$ cat config.mk
export PLATFORM = sky130hd
export DESIGN_NAME = cplx_twiddle_mul3
export DESIGN_NICKNAME = d
export VERILOG_FILES = /design/src/rtl/twm_pkg.sv /design/src/rtl/twm_stage_reg.sv /design/src/rtl/twm_cmul.sv /design/src/rtl/twm_lane.sv /design/src/rtl/cplx_twiddle_mul3.sv
export SDC_FILE = /design/constraint.sdc
export NUM_CORES = 1
export LEC_CHECK = 0
export CORE_MARGIN = 1
export CORE_UTILIZATION = 55
export CTS_CLUSTER_SIZE = 10
export DETAILED_ROUTE_END_ITERATION = 16
export HOLD_SLACK_MARGIN = 0.06
export PLACE_DENSITY = 0.78
export SLEW_MARGIN = 10
export SYNTH_ARGS = -nofsm -noshare
export SYNTH_HDL_FRONTEND = slang
export SYNTH_SLANG_ARGS = --single-unit
$ cat constraint.sdc
create_clock -name clk -period 9.55 [get_ports clk]
set_input_delay 2.865 -clock clk [delete_from_list [all_inputs] [get_ports clk]]
set_output_delay 2.865 -clock clk [all_outputs]
set_load 0.005 [all_outputs]
$ cat src/rtl/twm_pkg.sv
package twm_pkg;

   // Which of the two output lanes a lane instance implements
   typedef enum logic {
      LANE_RE = 1'b0,
      LANE_IM = 1'b1
   } lane_e;

   localparam int NUM_LANES = 2;

endpackage

$ cat src/rtl/twm_stage_reg.sv
module twm_stage_reg #(
   parameter int W = 8
) (
   input  logic         clk,
   input  logic         rst_n,
   input  logic [W-1:0] d_i,
   output logic [W-1:0] q_o
);

   if (W < 1) begin : g_bad_w
      $error("twm_stage_reg: W must be positive");
   end

   always_ff @(posedge clk) begin
      if (!rst_n) begin
         q_o <= '0;
      end else begin
         q_o <= d_i;
      end
   end

endmodule

$ cat src/rtl/twm_cmul.sv
module twm_cmul #(
   parameter int A_W = 9,
   parameter int B_W = 8,
   parameter int P_W = 17
) (
   input  logic signed [A_W-1:0] a_i,
   input  logic signed [B_W-1:0] b_i,
   output logic signed [P_W-1:0] p_o
);

   localparam int FULL_W = A_W + B_W;

   if (P_W < FULL_W) begin : g_bad_pw
      $error("twm_cmul: P_W narrower than the exact product");
   end

   logic signed [FULL_W-1:0] full;

   assign full = a_i * b_i;

   if (P_W == FULL_W) begin : g_exact
      assign p_o = full;
   end else begin : g_extend
      assign p_o = {{(P_W-FULL_W){full[FULL_W-1]}}, full};
   end

endmodule

$ cat src/rtl/twm_lane.sv
module twm_lane
   import twm_pkg::*;
#(
   parameter lane_e LANE      = LANE_RE,
   parameter int    PROD_W    = 17,
   parameter int    FRAC_BITS = 7,
   parameter int    OUT_W     = 8
) (
   input  logic                     clk,
   input  logic                     rst_n,
   input  logic signed [PROD_W-1:0] own_p_i,
   input  logic signed [PROD_W-1:0] shared_i,
   output logic signed [OUT_W-1:0]  res_o
);

   // One guard bit so the sum or difference of two products never overflows
   localparam int ACC_W = PROD_W + 1;
   localparam int TOP   = FRAC_BITS + OUT_W;

   if (TOP >= ACC_W) begin : g_bad_fit
      $error("twm_lane: FRAC_BITS + OUT_W must stay below the accumulator width");
   end
   if (FRAC_BITS < 1) begin : g_bad_frac
      $error("twm_lane: FRAC_BITS must be at least one");
   end

   logic signed [ACC_W-1:0] own_x;
   logic signed [ACC_W-1:0] shr_x;
   logic signed [ACC_W-1:0] acc;
   logic signed [OUT_W-1:0] scaled;
   logic                    unused_acc_bits;

   assign own_x = {own_p_i[PROD_W-1], own_p_i};
   assign shr_x = {shared_i[PROD_W-1], shared_i};

   if (LANE == LANE_RE) begin : g_add
      assign acc = own_x + shr_x;
   end else begin : g_sub
      assign acc = own_x - shr_x;
   end

   // Arithmetic shift then truncation: keep the bit window above the fraction
   assign scaled          = acc[TOP-1:FRAC_BITS];
   assign unused_acc_bits = ^{acc[FRAC_BITS-1:0], acc[ACC_W-1:TOP]};

   always_ff @(posedge clk) begin
      if (!rst_n) begin
         res_o <= '0;
      end else begin
         res_o <= scaled;
      end
   end

endmodule

$ cat src/rtl/cplx_twiddle_mul3.sv
module cplx_twiddle_mul3
   import twm_pkg::*;
#(
   parameter int SAMP_W    = 8,
   parameter int COEF_W    = 8,
   parameter int PROD_W    = 17,
   parameter int FRAC_BITS = 7,
   parameter int OUT_W     = 8
) (
   input  logic                       clk,
   input  logic                       rst_n,
   input  logic signed [SAMP_W-1:0]   samp_re_i,
   input  logic signed [SAMP_W-1:0]   samp_im_i,
   input  logic signed [COEF_W-1:0]   coef_c_i,
   input  logic signed [COEF_W:0]     coef_sum_i,
   input  logic signed [COEF_W:0]     coef_dif_i,
   output logic signed [OUT_W-1:0]    prod_re_o,
   output logic signed [OUT_W-1:0]    prod_im_o
);

   localparam int SUM_W  = COEF_W + 1;
   localparam int DIFF_W = SAMP_W + 1;
   localparam int IN_W   = 2 * SAMP_W + COEF_W + 2 * SUM_W;

   if (PROD_W < SUM_W + SAMP_W) begin : g_bad_prod
      $error("cplx_twiddle_mul3: PROD_W cannot hold a coefficient-sum product");
   end
   if (PROD_W < COEF_W + DIFF_W) begin : g_bad_shared
      $error("cplx_twiddle_mul3: PROD_W cannot hold the shared product");
   end
   if (OUT_W > PROD_W - FRAC_BITS) begin : g_bad_out
      $error("cplx_twiddle_mul3: OUT_W exceeds the integer part of a product");
   end

   // ---------------- stage 1: operand registers ----------------
   logic [IN_W-1:0] in_bus;
   logic [IN_W-1:0] in_q;

   assign in_bus = {samp_re_i, samp_im_i, coef_c_i, coef_sum_i, coef_dif_i};

   twm_stage_reg #(.W(IN_W)) u_in_reg (
      .clk   (clk),
      .rst_n (rst_n),
      .d_i   (in_bus),
      .q_o   (in_q)
   );

   logic signed [SAMP_W-1:0] r_x;
   logic signed [SAMP_W-1:0] r_y;
   logic signed [COEF_W-1:0] r_c;
   logic signed [SUM_W-1:0]  r_csum;
   logic signed [SUM_W-1:0]  r_cdif;

   assign {r_x, r_y, r_c, r_csum, r_cdif} = in_q;

   // ---------------- shared term c*(x-y) ----------------
   logic signed [DIFF_W-1:0] xy_diff;
   logic signed [PROD_W-1:0] shared_t;

   assign xy_diff = {r_x[SAMP_W-1], r_x} - {r_y[SAMP_W-1], r_y};

   twm_cmul #(.A_W(COEF_W), .B_W(DIFF_W), .P_W(PROD_W)) u_shared_mul (
      .a_i (r_c),
      .b_i (xy_diff),
      .p_o (shared_t)
   );

   // ---------------- per-lane product and stage 2 ----------------
   logic signed [PROD_W-1:0] own_p [NUM_LANES];
   logic signed [OUT_W-1:0]  res   [NUM_LANES];

   for (genvar g = 0; g < NUM_LANES; g++) begin : g_lane
      localparam lane_e L = (g == 0) ? LANE_RE : LANE_IM;

      logic signed [SUM_W-1:0]  k_sel;
      logic signed [SAMP_W-1:0] v_sel;

      if (L == LANE_RE) begin : g_re_ops
         assign k_sel = r_cdif;
         assign v_sel = r_y;
      end else begin : g_im_ops
         assign k_sel = r_csum;
         assign v_sel = r_x;
      end

      twm_cmul #(.A_W(SUM_W), .B_W(SAMP_W), .P_W(PROD_W)) u_mul (
         .a_i (k_sel),
         .b_i (v_sel),
         .p_o (own_p[g])
      );

      twm_lane #(
         .LANE      (L),
         .PROD_W    (PROD_W),
         .FRAC_BITS (FRAC_BITS),
         .OUT_W     (OUT_W)
      ) u_lane (
         .clk      (clk),
         .rst_n    (rst_n),
         .own_p_i  (own_p[g]),
         .shared_i (shared_t),
         .res_o    (res[g])
      );
   end

   assign prod_re_o = res[0];
   assign prod_im_o = res[1];

endmodule

==> impl_metrics.env <==
export IMPL_status="complete, no violations"
export IMPL_synth_seq_cells=58
export IMPL_syn_inst=1045
export IMPL_die_h_um=135
export IMPL_synth_area_um2=9780
export IMPL_drc=0
export IMPL_crit_type="reg2reg"
export IMPL_die_x_um=135
export IMPL_grt_pass1_wl_um=35400
export IMPL_io_buffer_count=59
export IMPL_worst_slack_ps=357
export IMPL_max_freq_mhz=109
export IMPL_power_mw=4.29
export IMPL_synth_fp_nets=1374
export IMPL_core_area_um2=17400
export IMPL_cp_top_family="adder cells"
export IMPL_cts_clk_slew_worst_paths_ps=60
export IMPL_cts_max_level=3
export IMPL_yosysTopAreaCell="fa_1"
export IMPL_fill_cells=1375
export IMPL_cap_violations=0
export IMPL_fin_nets=1453
export IMPL_crit_required_ps=9790
export IMPL_cp_start_kind="flip-flop"
export IMPL_fin_crit_sh=0.963
export IMPL_maxSlewHeadroom=0.603
export IMPL_whs_ps=928
export IMPL_viasPerCell=5.02
export IMPL_hold_viol_final=0
export IMPL_drtIter0Drc=289
export IMPL_start_util=0.564
export IMPL_synth_edff_count=0
export IMPL_clk_latency_ps=350
export IMPL_grt_ovfl_total=0
export IMPL_ant_nets=0
export IMPL_ctsHoldBuffers=0
export IMPL_ys_seq_area_frac=0.119
export IMPL_cts_made_buffers=9
export IMPL_finClkSkew_ps=12.5
export IMPL_place_congestion=0.872
export IMPL_rows=48
export IMPL_powerDensity_nw_per_um2=384
export IMPL_dpl_worst_slack_ps=176
export IMPL_wire_per_inst_um=15.0
export IMPL_yosysWarnings=0
export IMPL_setup_viol=0
export IMPL_critPathMaxFanout=6
export IMPL_grt_pass1_vias=7325
export IMPL_tritoncts="built"
export IMPL_p_leak_nw=5.53
export IMPL_cp_buffers_inverters=10
export IMPL_antenna_cells=0
export IMPL_async_reset_ff_frac=0
export IMPL_hp_class="reg2reg"
export IMPL_worst_path_most_repeated_cell="fa_1"
export IMPL_critPathCaptureType="flip-flop"
export IMPL_r2r_end="g_lane[0].u_lane.res_o[7]"
export IMPL_grt_start_max_net_pins=59
export IMPL_first_pass_iters=4
export IMPL_wirelength_um=20400
export IMPL_hp_start="u_in_reg.q_o[0]"
export IMPL_ir_drop_uv=645
export IMPL_worst_hold_path_num_cells=4
export IMPL_root_buffer="clkbuf_16"
export IMPL_syn_area_per_cell_um2=9.36
export IMPL_worst_r2r_cell_count=38
export IMPL_die_area_um2=18300
export IMPL_synthToLayoutAreaGrowth_pct=14.3
export IMPL_tightest_slew_ps=594
export IMPL_place_hpwl_um=16800
export IMPL_synth_top_area_frac=0.379
export IMPL_io_pins=60
export IMPL_synth_top_cells_by_area="fa_1 (38%), ha_1 (13%), dfxtp_1 (12%)"
export IMPL_vias=6798
export IMPL_grtUsageTotal=0.251
export IMPL_worstPathArrival_ps=9440
export IMPL_ys_flop_type="dfxtp_1"
export IMPL_numClockSinks=58
export IMPL_crit_slowest_cell="fa_1"
export IMPL_antenna_found_initial=0
export IMPL_reg2reg_from="u_in_reg.q_o[34]"
export IMPL_register_area_um2=1160
export IMPL_hold_path_end="g_lane[0].u_lane.res_o[1]"
export IMPL_slew_violations=0
export IMPL_synthDistinctLibCells=46
export IMPL_final_min_clock_period_ps=9190
export IMPL_drive_above_1_share=0.0602
export IMPL_reg2reg_setup_slack_ps=360
export IMPL_cpPeakStageDelay_ps=550
export IMPL_clock_path_buffers=2
export IMPL_startpoint="u_in_reg.q_o[34]"
export IMPL_multiInputGateArea_um2=7720
worst max-delay path by stage:
| stage | end | slack (ps) | cells past startpoint |
|---|---|---|---|
| after global placement | g_lane[0].u_lane.res_o[7] | 330 | 37 |
| after global routing | g_lane[0].u_lane.res_o[7] | -60 | 40 |
| after CTS | g_lane[0].u_lane.res_o[7] | 130 | 33 |
| after floorplan | g_lane[0].u_lane.res_o[7] | 490 | 38 |
| after detailed placement | g_lane[0].u_lane.res_o[7] | 180 | 33 |
| final | g_lane[0].u_lane.res_o[7] | 360 | 38 |
timing repair:
item	in CTS	in global routing
endpoints found under the hold margin	0	0
endpoints found under the setup margin	0	5
buffers inserted	0	1
gates resized for setup	0	22
layout make-up:
class | instances | area share
clock inverters | 7 | 0.00627
multi-input cells | 721 | 0.690
flip-flops and latches | 58 | 0.104
well taps | 225 | 0.0252
clock buffers | 9 | 0.0201
inverters | 249 | 0.0836
repair buffers | 85 | 0.0706
stage by stage:
step | utilization | cell area, um2 | setup TNS, ps | cells
finish | 0.644 | 11200 | 0 | 1354
global route | 0.644 | 11200 | -57.0 | 1354
CTS | 0.638 | 11100 | 0 | 1353
detailed placement | 0.621 | 10800 | 0 | 1337
global placement | 0.621 | 10800 | 0 | 1337
floorplan | - | 9780 | 0 | 1045
where the power goes:
| part | switching, mW | internal (mW) | total (mW) |
|---|---|---|---|
| Sequential | 0.0260 | 0.301 | 0.327 |
| Clock | 0.132 | 0.201 | 0.333 |
| Combinational | 1.90 | 1.73 | 3.63 |
logic make-up after synthesis:
logic type / synth area share
buffers and inverters: 0.102
and+or+nand+nor: 0.181
DFF: 0.119
muxes: 0.00307
adders and majority gates: 0.506
xor gates and xnor gates: 0.0524
AOI/OAI and AO/OA: 0.0368
registers in the layout, summed over array words and instances (netlist names):
| signal | cells |
|---|---|
| g_lane.u_lane.res_o | 16 |
| u_in_reg.q_o | 42 |
worst min-delay path, cell delays in order (launching register included):
cell	delay (ps)
dfxtp_1	410
nand3_1	160
nor4_1	80
nor3_1	160
nor3b_1	70
synth_stat cells (3+ instances only):
cell / instances
o21ai_0: 6
mux2i_1: 3
nor3_1: 5
inv_1: 249
dfxtp_1: 58
nand3_1: 4
xnor2_1: 39
fa_1: 185
o21bai_1: 4
and2_1: 161
a21oi_1: 10
xor2_1: 17
nand2b_1: 11
o21a_1: 4
nor2b_1: 16
ha_1: 100
nor2_1: 24
nand2_1: 90
or2_2: 3
o31ai_1: 3
a21o_1: 7
clkbuf_1: 16
routing by layer:
metal / vias to the layer above / wire, um / part of all wire / GRT usage
met3: 32 / 1090 / 0.054 / 0.0486
met4: 0 / 441 / 0.022 / 0.0718
met1: 3355 / 8920 / 0.44 / 0.334
met5: - / 0 / 0 / 0
met2: 169 / 9900 / 0.49 / 0.416
li1: 3242 / - / - / -
placed cells by master (no fill, tap or decap), types with 3 or more instances in the layout:
cell type,instances
and2_1,161
or2_2,3
buf_4,25
a21oi_1,6
nor2b_1,16
nor2_1,22
o31ai_1,3
o21ai_0,3
mux2i_1,3
ha_1,98
xnor2_1,36
xnor2_2,3
inv_1,249
a21o_1,7
clkinv_2,3
dfxtp_1,57
nand2_1,90
nand3_1,4
fa_1,184
o21ai_1,3
xor2_1,16
o21a_1,4
o21bai_1,3
clkdlybuf4s50_1,59
nand2b_1,11
a21oi_2,4
clkbuf_16,9
nor3_1,5
Note: power is estimated with default switching activity, not from simulation.
